$ cat src/rtl/aud_fmt_pkg.sv
package aud_fmt_pkg;

  localparam int AUD_SMP_W = 24;

  typedef enum logic [3:0] {
    PRE_BLOCK = 4'h1,
    PRE_SUB1  = 4'h2,
    PRE_SUB2  = 4'h3
  } aud_pre_e;

  typedef struct packed {
    logic                 par;
    logic                 cs;
    logic                 usr;
    logic                 vld;
    logic [AUD_SMP_W-1:0] smp;
    aud_pre_e             pre;
  } aud_word_t;

  // Parity bit that makes the covered field even.
  function automatic logic even_fill(input logic [AUD_SMP_W+2:0] bits);
    return ^bits;
  endfunction

endpackage

$ cat src/rtl/aud_set_fifo.sv
module aud_set_fifo #(
  parameter int W     = 8,
  parameter int DEPTH = 2
) (
  input  logic         clk,
  input  logic         rst_n,
  input  logic         push,
  input  logic         pop,
  input  logic [W-1:0] wdata,
  output logic [W-1:0] rdata,
  output logic         empty,
  output logic         full
);
  localparam int AW = (DEPTH > 1) ? $clog2(DEPTH) : 1;
  localparam int CW = $clog2(DEPTH + 1);

  logic [W-1:0]  mem_q [DEPTH];
  logic [AW-1:0] wr_q, wr_d, rd_q, rd_d;
  logic [CW-1:0] cnt_q, cnt_d;
  logic          do_push, do_pop;

  assign empty   = (cnt_q == '0);
  assign full    = (cnt_q == CW'(DEPTH));
  assign do_push = push & ~full;
  assign do_pop  = pop & ~empty;
  assign rdata   = mem_q[rd_q];

  always_comb begin
    wr_d  = wr_q;
    rd_d  = rd_q;
    cnt_d = cnt_q;
    if (do_push) wr_d = (wr_q == AW'(DEPTH - 1)) ? '0 : wr_q + 1'b1;
    if (do_pop)  rd_d = (rd_q == AW'(DEPTH - 1)) ? '0 : rd_q + 1'b1;
    case ({do_push, do_pop})
      2'b10:   cnt_d = cnt_q + 1'b1;
      2'b01:   cnt_d = cnt_q - 1'b1;
      default: cnt_d = cnt_q;
    endcase
  end

  always_ff @(posedge clk or negedge rst_n) begin
    if (!rst_n) begin
      wr_q  <= '0;
      rd_q  <= '0;
      cnt_q <= '0;
    end else begin
      wr_q  <= wr_d;
      rd_q  <= rd_d;
      cnt_q <= cnt_d;
    end
  end

  // Storage carries no reset; it is only read when occupied.
  always_ff @(posedge clk) begin
    if (do_push) mem_q[wr_q] <= wdata;
  end
endmodule

$ cat src/rtl/aud_frame_seq.sv
module aud_frame_seq #(
  parameter int  MAX_CH       = 8,
  parameter int  BLOCK_FRAMES = 192,
  localparam int CH_W         = $clog2(MAX_CH)
) (
  input  logic            clk,
  input  logic            rst_n,
  input  logic            adv,
  input  logic [CH_W-1:0] last_ch,
  output logic [CH_W-1:0] ch,
  output logic            frame_end,
  output logic            blk_first
);
  localparam int FC_W = $clog2(BLOCK_FRAMES);

  logic [CH_W-1:0] ch_q, ch_d;
  logic [FC_W-1:0] fc_q, fc_d;
  logic            ch_en, fc_en;

  assign ch        = ch_q;
  assign frame_end = adv & (ch_q == last_ch);
  assign blk_first = (fc_q == '0);
  assign ch_en     = adv;
  assign fc_en     = frame_end;

  always_comb begin
    ch_d = frame_end ? '0 : ch_q + 1'b1;
    fc_d = (fc_q == FC_W'(BLOCK_FRAMES - 1)) ? '0 : fc_q + 1'b1;
  end

  always_ff @(posedge clk or negedge rst_n) begin
    if (!rst_n) begin
      ch_q <= '0;
      fc_q <= '0;
    end else begin
      if (ch_en) ch_q <= ch_d;
      if (fc_en) fc_q <= fc_d;
    end
  end
endmodule

$ cat src/rtl/aud_word_build.sv
module aud_word_build
  import aud_fmt_pkg::*;
#(
  parameter int  MAX_CH = 8,
  localparam int CH_W   = $clog2(MAX_CH)
) (
  input  logic [AUD_SMP_W-1:0] smp,
  input  logic                 vld,
  input  logic                 usr,
  input  logic                 cs,
  input  logic [CH_W-1:0]      ch,
  input  logic                 blk_first,
  output logic [31:0]          word
);
  aud_word_t w;

  always_comb begin
    w.smp = smp;
    w.vld = vld;
    w.usr = usr;
    w.cs  = cs;
    w.par = even_fill({cs, usr, vld, smp});
    if (ch[0])                       w.pre = PRE_SUB2;
    else if (ch == '0 && blk_first)  w.pre = PRE_BLOCK;
    else                             w.pre = PRE_SUB1;
  end

  assign word = w;
endmodule

$ cat src/rtl/aud_subframe_packer.sv
module aud_subframe_packer
  import aud_fmt_pkg::*;
#(
  parameter int  MAX_CH       = 8,
  parameter int  BUF_SETS     = 2,
  parameter int  BLOCK_FRAMES = 192,
  localparam int CH_W         = $clog2(MAX_CH),
  localparam int SMP_W        = AUD_SMP_W
) (
  input  logic                    clk,
  input  logic                    rst_n,
  input  logic                    smp_valid,
  input  logic [CH_W-2:0]         chan_cfg,
  input  logic [MAX_CH*SMP_W-1:0] smp_data,
  input  logic [MAX_CH-1:0]       smp_vbit,
  input  logic [MAX_CH-1:0]       smp_ubit,
  input  logic [MAX_CH-1:0]       smp_cbit,
  output logic                    m_tvalid,
  input  logic                    m_tready,
  output logic [31:0]             m_tdata,
  output logic [CH_W-1:0]         m_tid,
  output logic                    ovf_flag
);
  localparam int DAT_W = MAX_CH * SMP_W;
  localparam int ENT_W = CH_W + 3 * MAX_CH + DAT_W;

  logic [ENT_W-1:0]  wr_ent, rd_ent;
  logic              buf_empty, buf_full, xfer, frame_end, blk_first;
  logic [DAT_W-1:0]  hd_data;
  logic [MAX_CH-1:0] hd_v, hd_u, hd_c;
  logic [CH_W-1:0]   hd_last, cur_ch;
  logic [SMP_W-1:0]  cur_smp;
  logic              ovf_q, ovf_d, ovf_en;

  // Last channel index = 2*(chan_cfg+1)-1.
  assign wr_ent = {{chan_cfg, 1'b1}, smp_cbit, smp_ubit, smp_vbit, smp_data};

  aud_set_fifo #(.W(ENT_W), .DEPTH(BUF_SETS)) i_buf (
    .clk   (clk),
    .rst_n (rst_n),
    .push  (smp_valid),
    .pop   (frame_end),
    .wdata (wr_ent),
    .rdata (rd_ent),
    .empty (buf_empty),
    .full  (buf_full)
  );

  assign hd_data = rd_ent[DAT_W-1:0];
  assign hd_v    = rd_ent[DAT_W +: MAX_CH];
  assign hd_u    = rd_ent[DAT_W + MAX_CH +: MAX_CH];
  assign hd_c    = rd_ent[DAT_W + 2 * MAX_CH +: MAX_CH];
  assign hd_last = rd_ent[ENT_W-1 -: CH_W];

  assign m_tvalid = ~buf_empty;
  assign xfer     = m_tvalid & m_tready;

  aud_frame_seq #(.MAX_CH(MAX_CH), .BLOCK_FRAMES(BLOCK_FRAMES)) i_seq (
    .clk       (clk),
    .rst_n     (rst_n),
    .adv       (xfer),
    .last_ch   (hd_last),
    .ch        (cur_ch),
    .frame_end (frame_end),
    .blk_first (blk_first)
  );

  assign cur_smp = hd_data[int'(cur_ch) * SMP_W +: SMP_W];

  aud_word_build #(.MAX_CH(MAX_CH)) i_word (
    .smp       (cur_smp),
    .vld       (hd_v[cur_ch]),
    .usr       (hd_u[cur_ch]),
    .cs        (hd_c[cur_ch]),
    .ch        (cur_ch),
    .blk_first (blk_first),
    .word      (m_tdata)
  );

  assign m_tid = cur_ch;

  assign ovf_en = smp_valid & buf_full;
  assign ovf_d  = 1'b1;

  always_ff @(posedge clk or negedge rst_n) begin
    if (!rst_n)      ovf_q <= 1'b0;
    else if (ovf_en) ovf_q <= ovf_d;
  end

  assign ovf_flag = ovf_q;
endmodule

$ cat config.mk
export PLATFORM = sky130hd
export DESIGN_NAME = aud_subframe_packer
export DESIGN_NICKNAME = d
export VERILOG_FILES = /design/src/rtl/aud_fmt_pkg.sv /design/src/rtl/aud_set_fifo.sv /design/src/rtl/aud_frame_seq.sv /design/src/rtl/aud_word_build.sv /design/src/rtl/aud_subframe_packer.sv
export SDC_FILE = /design/constraint.sdc
export NUM_CORES = 1
export LEC_CHECK = 0
export BUFFER_PORTS_ARGS = -buffer_cell sky130_fd_sc_hd__buf_2
export CELL_PAD_IN_SITES_DETAIL_PLACEMENT = 0
export CELL_PAD_IN_SITES_GLOBAL_PLACEMENT = 1
export CORE_AREA = 2 2 200 221
export DETAILED_ROUTE_END_ITERATION = 10
export DIE_AREA = 0 0 202 223
export PLACE_DENSITY = 0.71
export SKIP_CTS_REPAIR_TIMING = 1
export SLEW_MARGIN = 10
export SYNTH_ARGS = -nofsm -noshare
export SYNTH_HDL_FRONTEND = slang
export SYNTH_HIERARCHICAL = 1
export SYNTH_SLANG_ARGS = --single-unit
$ cat constraint.sdc
create_clock -name clk -period 25.5 [get_ports clk]
set_input_delay 2.55 -clock clk [delete_from_list [all_inputs] [get_ports clk]]
set_output_delay 2.55 -clock clk [all_outputs]
set_load 0.03 [all_outputs]
==> results.sh, run 1 <==
export IMPL_p_leak_nw=7.84
export IMPL_synth_seq_cells=454
export IMPL_drtIter0Drc=460
export IMPL_wl_met2_um=20300
export IMPL_dieWidth_um=202
export IMPL_drtPass1Iterations=6
export IMPL_final_cell_area_um2=22100
export IMPL_drv_cap=0
export IMPL_cp_end_kind="output port"
export IMPL_root_buffer="clkbuf_16"
export IMPL_cts_tree="yes"
export IMPL_initial_core_util_pct=44.3
export IMPL_finalSetupViolations=0
export IMPL_core_area_um2=42900
export IMPL_slew_headroom_pct=27.1
export IMPL_crit_path_max_fanout=152
export IMPL_irDropWorstVdd_v=0.000157
export IMPL_num_rows=80
export IMPL_cts_max_path_buffers=3
export IMPL_top_layer="met5"
export IMPL_io_pin_count=259
export IMPL_synth_warnings=6
export IMPL_fill_cells=3480
export IMPL_layout_drive_gt1_share_pct=48.9
export IMPL_grt_use_total_pct=17.9
export IMPL_wire_per_inst_um=22.9
export IMPL_synth_edf_count=438
export IMPL_grt_pass1_wl_um=59100
export IMPL_die_area_um2=45000
export IMPL_crit_buf_inv=2
export IMPL_via_per_inst=5.19
export IMPL_clock_sinks=454
export IMPL_fmax_ghz=0.129
export IMPL_power_density_nw_per_um2=143
export IMPL_wl_met3_um=2550
export IMPL_setup_tns_ps=0
export IMPL_syn_instance_count=918
export IMPL_met1_length_um=16500
export IMPL_critical_path_slowest_cell="dfrtp_4"
export IMPL_worst_slew_pin_transition_ps=1090
export IMPL_dp_slack_ps=18220
export IMPL_worst_slack_ps=17720
export IMPL_path_class="register to output port"
export IMPL_grt_pass1_vias=9549
export IMPL_hp_class="register to register"
export IMPL_htree_levels=2
export IMPL_hpwl_um=25800
export IMPL_critPathMaxStageDelay_ps=1050
export IMPL_worstPathArrival_ps=5230
export IMPL_ant_nets=0
export IMPL_fin_crit_ps=7780
export IMPL_post_route_util_pct=51.5
export IMPL_grt_antenna_before_repair=10
export IMPL_fin_nets=1389
export IMPL_ys_types=38
export IMPL_clock_latency_ps=580
export IMPL_fin_skew_ps=16.8
export IMPL_num_vias=9233
export IMPL_globalplace_congestion=0.779
export IMPL_synthesis_area_um2=19000
export IMPL_yosysSeqAreaShare_pct=71.2
export IMPL_portBuffers=256
export IMPL_outcome="finished, final reports clean"
export IMPL_rsz0062_at_grt="no"
export IMPL_clkTransAtPathRegs_ps=60
export IMPL_route_detailed_drc=0
export IMPL_critical_path_required_ps=22950
export IMPL_syn_avg_cell_area_um2=20.7
export IMPL_critPathLaunchType="register"
export IMPL_drt_wl_total_um=40800
export IMPL_cts_buffers=47
export IMPL_ff2ff_setup_slack_ps=22120
export IMPL_gr_total_overflow=0
export IMPL_period_share_pct=30.5
export IMPL_synthToLayoutAreaGrowth_pct=16.1
export IMPL_path_cells="buf_12 > mux2_2 > mux4_1 > mux2_2 > xnor2_1 > xnor2_1 > xnor3_1 > xnor3_1 > buf_2"
export IMPL_cp_top_family="multiplexers"
export IMPL_place_area_um2=20600
export IMPL_die_h_um=223
export IMPL_drv_slew=0
export IMPL_hold_viol=0
export IMPL_async_reset_ff_share_pct=3.52
export IMPL_yosys_most_used_dff="edfxtp_1"
export IMPL_grt_max_degree=153
## sequential cells by signal (all words and copies together) (netlist names)
| register | flops |
|---|---|
| i_buf/wr_q | 1 |
| i_seq/ch | 3 |
| i_seq/fc_q | 8 |
| i_buf/mem_q | 438 |
| i_buf/rd_q | 1 |
| i_buf/cnt_q | 2 |
| ovf_flag | 1 |
## cells in the mapped netlist, types with 4 or more instances
| master | count | area, µm² |
|---|---|---|
| inv_1 | 5 | 18.8 |
| mux2_2 | 246 | 2770 |
| ha_1 | 4 | 50.1 |
| dfrtp_1 | 16 | 400 |
| buf_6 | 28 | 315 |
| xnor2_1 | 27 | 236 |
| edfxtp_1 | 438 | 13200 |
| nand2_1 | 8 | 30.0 |
| buf_1 | 5 | 18.8 |
| buf_4 | 31 | 233 |
| o21ai_0 | 9 | 45.0 |
| mux4_1 | 54 | 1420 |
| xor2_1 | 5 | 43.8 |
| nor2_1 | 5 | 18.8 |
## placed cells by master, fill, tap and decap left out, types with 2 or more instances in the layout
cell type	instances
a21oi_1	2
nand3_1	2
clkbuf_1	9
nor2b_1	2
buf_4	6
xor2_1	5
nand2b_1	2
buf_2	256
inv_1	5
mux2i_1	2
diode_2	6
nand2_1	8
clkinvlp_4	2
mux4_1	54
clkbuf_16	48
xnor2_1	27
clkinv_2	10
edfxtp_1	438
clkinv_1	8
nor2_1	4
xnor3_1	2
nand4_1	3
bufinv_16	5
o21ai_0	9
dfrtp_4	3
buf_12	2
dfrtp_1	13
mux2_2	246
ha_1	4
conb_1	4
## layout make-up
type / instances / area [µm²] / area share, %
diodes: 6 / 15.0 / 0.0679
repair buffers: 264 / 1370 / 6.18
well taps: 574 / 718 / 3.25
clock inverters: 28 / 279 / 1.26
multi-input cells: 391 / 4890 / 22.1
inverters: 5 / 18.8 / 0.0849
flip-flops and latches: 454 / 13600 / 61.4
clock buffers: 58 / 1250 / 5.65
## worst reg2reg max path, stage by stage, from the launching register on
cell and delay, ps:
dfrtp_4 1050, mux2_2 470, xnor2_1 220, nand4_1 290, inv_1 380, nor2b_1 290
ha_1 300, nor2_1 140, xor2_1 160
## through the flow
stage                     power, mW  instances  hold slack (ps)
after floorplan                2.22        920              461
after global placement         2.53       1688              438
after detailed placement       2.52       1688              447
final                          3.16       1780              457
after CTS                      3.22       1774              464
after global routing           3.30       1775              480
## final timing paths
path                       startpoint             end  cells after the start
min in group asynchronous       rst_n     i_seq/ch[0]                      1
max reg2reg                i_buf/rd_q  i_buf/cnt_q[1]                      8
max in group asynchronous       rst_n     i_seq/ch[2]                      1
min                          ovf_flag        ovf_flag                      1
max                        i_buf/rd_q     m_tdata[31]                      9
min reg2reg                  ovf_flag        ovf_flag                      1
## where the power goes
part           switching, mW  internal (mW)  total (mW)
clock network          0.279          0.399       0.678
logic                  0.773          0.602        1.38
registers             0.0891           1.02        1.11
## layer usage
layer  vias up  global-route usage (%)
met1      4699                    21.8
met4         8                    6.67
met5         -                       0
met3        73                    4.92
met2       255                    30.6
li1       4198                       -
## kinds of logic after synthesis
| family | after synthesis | synth area share, % |
|---|---|---|
| compound gates | 14 | 0.414 |
| xor+xnor | 35 | 1.79 |
| fa+ha+maj | 4 | 0.263 |
| buf+inv | 75 | 3.22 |
| flops | 454 | 71.2 |
| mux | 302 | 22.1 |
| other cells | 2 | 0.0395 |
| simple gates | 32 | 0.953 |
No activity file was read; power rests on OpenSTA's default activity.
==> run 2, diff against run 1 <==
Settings changed: PLACE_DENSITY 0.71 to 0.74.
Clock period 25.5 ns to 6.25 ns, I/O delays scaled along.
==> results.sh, run 2 (synthesized netlist as in run 1, its figures left out) <==
export IMPL_grt_use_total_pct=17.9
export IMPL_period_share_pct=81.4
export IMPL_whs_path_depth=1
export IMPL_outcome="finished, final reports clean"
export IMPL_finalSetupViolations=0
export IMPL_hp_class="input port to register"
export IMPL_fin_skew_ps=16.7
export IMPL_hold_ws_ps=236
export IMPL_worstSetupStartpoint="i_buf/rd_q"
export IMPL_critical_path_required_ps=5620
export IMPL_worstPathArrival_ps=4470
export IMPL_place_inst=1691
export IMPL_route_detailed_drc=0
export IMPL_num_vias=9217
export IMPL_root_buffer="clkbuf_16"
export IMPL_io_pin_count=259
export IMPL_fin_cells=1784
export IMPL_grt_pass1_wl_um=58900
export IMPL_cp_end_kind="output port"
export IMPL_place_area_um2=20600
export IMPL_rsz0062_at_grt="no"
export IMPL_fill_cells=3456
export IMPL_portBuffers=256
export IMPL_grt_pass1_vias=9539
export IMPL_dp_slack_ps=1620
export IMPL_worst_slew_pin_transition_ps=1270
export IMPL_synthToLayoutAreaGrowth_pct=15.8
export IMPL_drv_slew=0
export IMPL_clock_latency_ps=580
export IMPL_clock_sinks=454
export IMPL_fin_crit_ps=5090
export IMPL_worst_slack_ps=1160
export IMPL_num_rows=80
export IMPL_crit_path_max_fanout=39
export IMPL_hpwl_um=26600
export IMPL_die_area_um2=45000
export IMPL_path_cells="buf_4 > mux2_2 > mux4_1 > mux2_2 > xnor2_1 > xnor2_1 > xnor3_1 > xnor3_1 > buf_2"
export IMPL_wire_per_inst_um=22.8
export IMPL_drt_wl_total_um=40700
export IMPL_final_cell_area_um2=22000
export IMPL_initial_core_util_pct=44.3
export IMPL_min_from="smp_data[80]"
export IMPL_ff2ff_setup_slack_ps=2940
export IMPL_via_per_inst=5.17
export IMPL_fin_nets=1394
export IMPL_critPathLaunchType="register"
export IMPL_multi_input_area_um2=4890
export IMPL_layout_drive_gt1_share_pct=48.7
export IMPL_p_leak_nw=7.80
export IMPL_drtPass1Iterations=6
export IMPL_mostFrequentLayoutCells="438 x edfxtp_1, 256 x buf_2, 246 x mux2_2"
export IMPL_critical_path_slowest_cell="dfrtp_4"
export IMPL_path_class="register to output port"
export IMPL_htree_levels=2
export IMPL_grt_max_degree=169
export IMPL_hold_viol=0
export IMPL_r2r_start="i_buf/rd_q"
export IMPL_drtIter0Drc=593
export IMPL_grt_antenna_before_repair=7
export IMPL_regMostFlops="i_buf/mem_q"
export IMPL_final_common_cell="edfxtp_1"
export IMPL_irDropWorstVdd_v=0.000735
export IMPL_gr_total_overflow=0
export IMPL_ant_nets=0
export IMPL_cts_max_path_buffers=3
export IMPL_clkTransAtPathRegs_ps=60
export IMPL_register_area_um2=13600
export IMPL_hold_end="i_buf/mem_q[1][80]"
export IMPL_critPathMaxStageDelay_ps=760
export IMPL_drv_cap=0
export IMPL_power_density_nw_per_um2=566
export IMPL_reg2reg_depth=9
export IMPL_setup_tns_ps=0
export IMPL_timing_rr_end="i_buf/cnt_q[1]"
export IMPL_die_h_um=223
export IMPL_fmax_ghz=0.196
export IMPL_largest_register_ffs=438
export IMPL_slew_headroom_pct=15.3
export IMPL_cts_buffers=48
export IMPL_core_area_um2=42900
export IMPL_cts_tree="yes"
export IMPL_globalplace_congestion=0.796
export IMPL_dieWidth_um=202
run 2: area by class of cell:
type	count	area share, %
diodes	9	0.102
clock buffers	60	5.65
clock inverters	23	0.732
inverters	5	0.0851
multi-input cells	391	22.2
flip-flops and latches	454	61.5
well taps	574	3.26
repair buffers	268	6.46
run 2: power breakdown:
group	leakage [nW]	internal [mW]	switching, mW
sequential	4.26	4.16	0.363
clock	0.682	1.45	1.12
combinational	2.86	2.43	2.95
run 2: how the worst max path moves through the flow:
stage                        end  slack (ps)  cells after the start
4_1_cts              m_tdata[31]         960                      9
2_1_floorplan  i_buf/mem_q[0][0]        1820                      2
5_1_grt              m_tdata[31]         980                      9
6_report             m_tdata[31]        1160                      9
3_5_place_dp         m_tdata[31]        1620                      9
3_3_place_gp         m_tdata[31]        1540                      9
run 2: worst max-delay path, delay by kind of cell, from the launching register on:
family / cells / cell delay [ps]
DFF: 1 / 760
xor gates and xnor gates: 4 / 1030
muxes: 3 / 1310
buffers and inverters: 2 / 750
run 2: metal layers:
| layer | wire length, µm | vias up | global-route usage (%) |
|---|---|---|---|
| li1 | - | 4219 | - |
| met1 | 16500 | 4698 | 22.2 |
| met2 | 21100 | 243 | 31.6 |
| met3 | 2300 | 57 | 4.13 |
| met4 | 758 | 0 | 4.84 |
| met5 | 0 | - | 0 |
run 2: stage by stage:
step / power (mW) / utilization [%]
after floorplan: 8.51 / -
after global placement: 10.0 / 48.0
after detailed placement: 10.0 / 48.0
after CTS: 12.7 / 51.3
after global routing: 13.0 / 51.3
final: 12.5 / 51.3
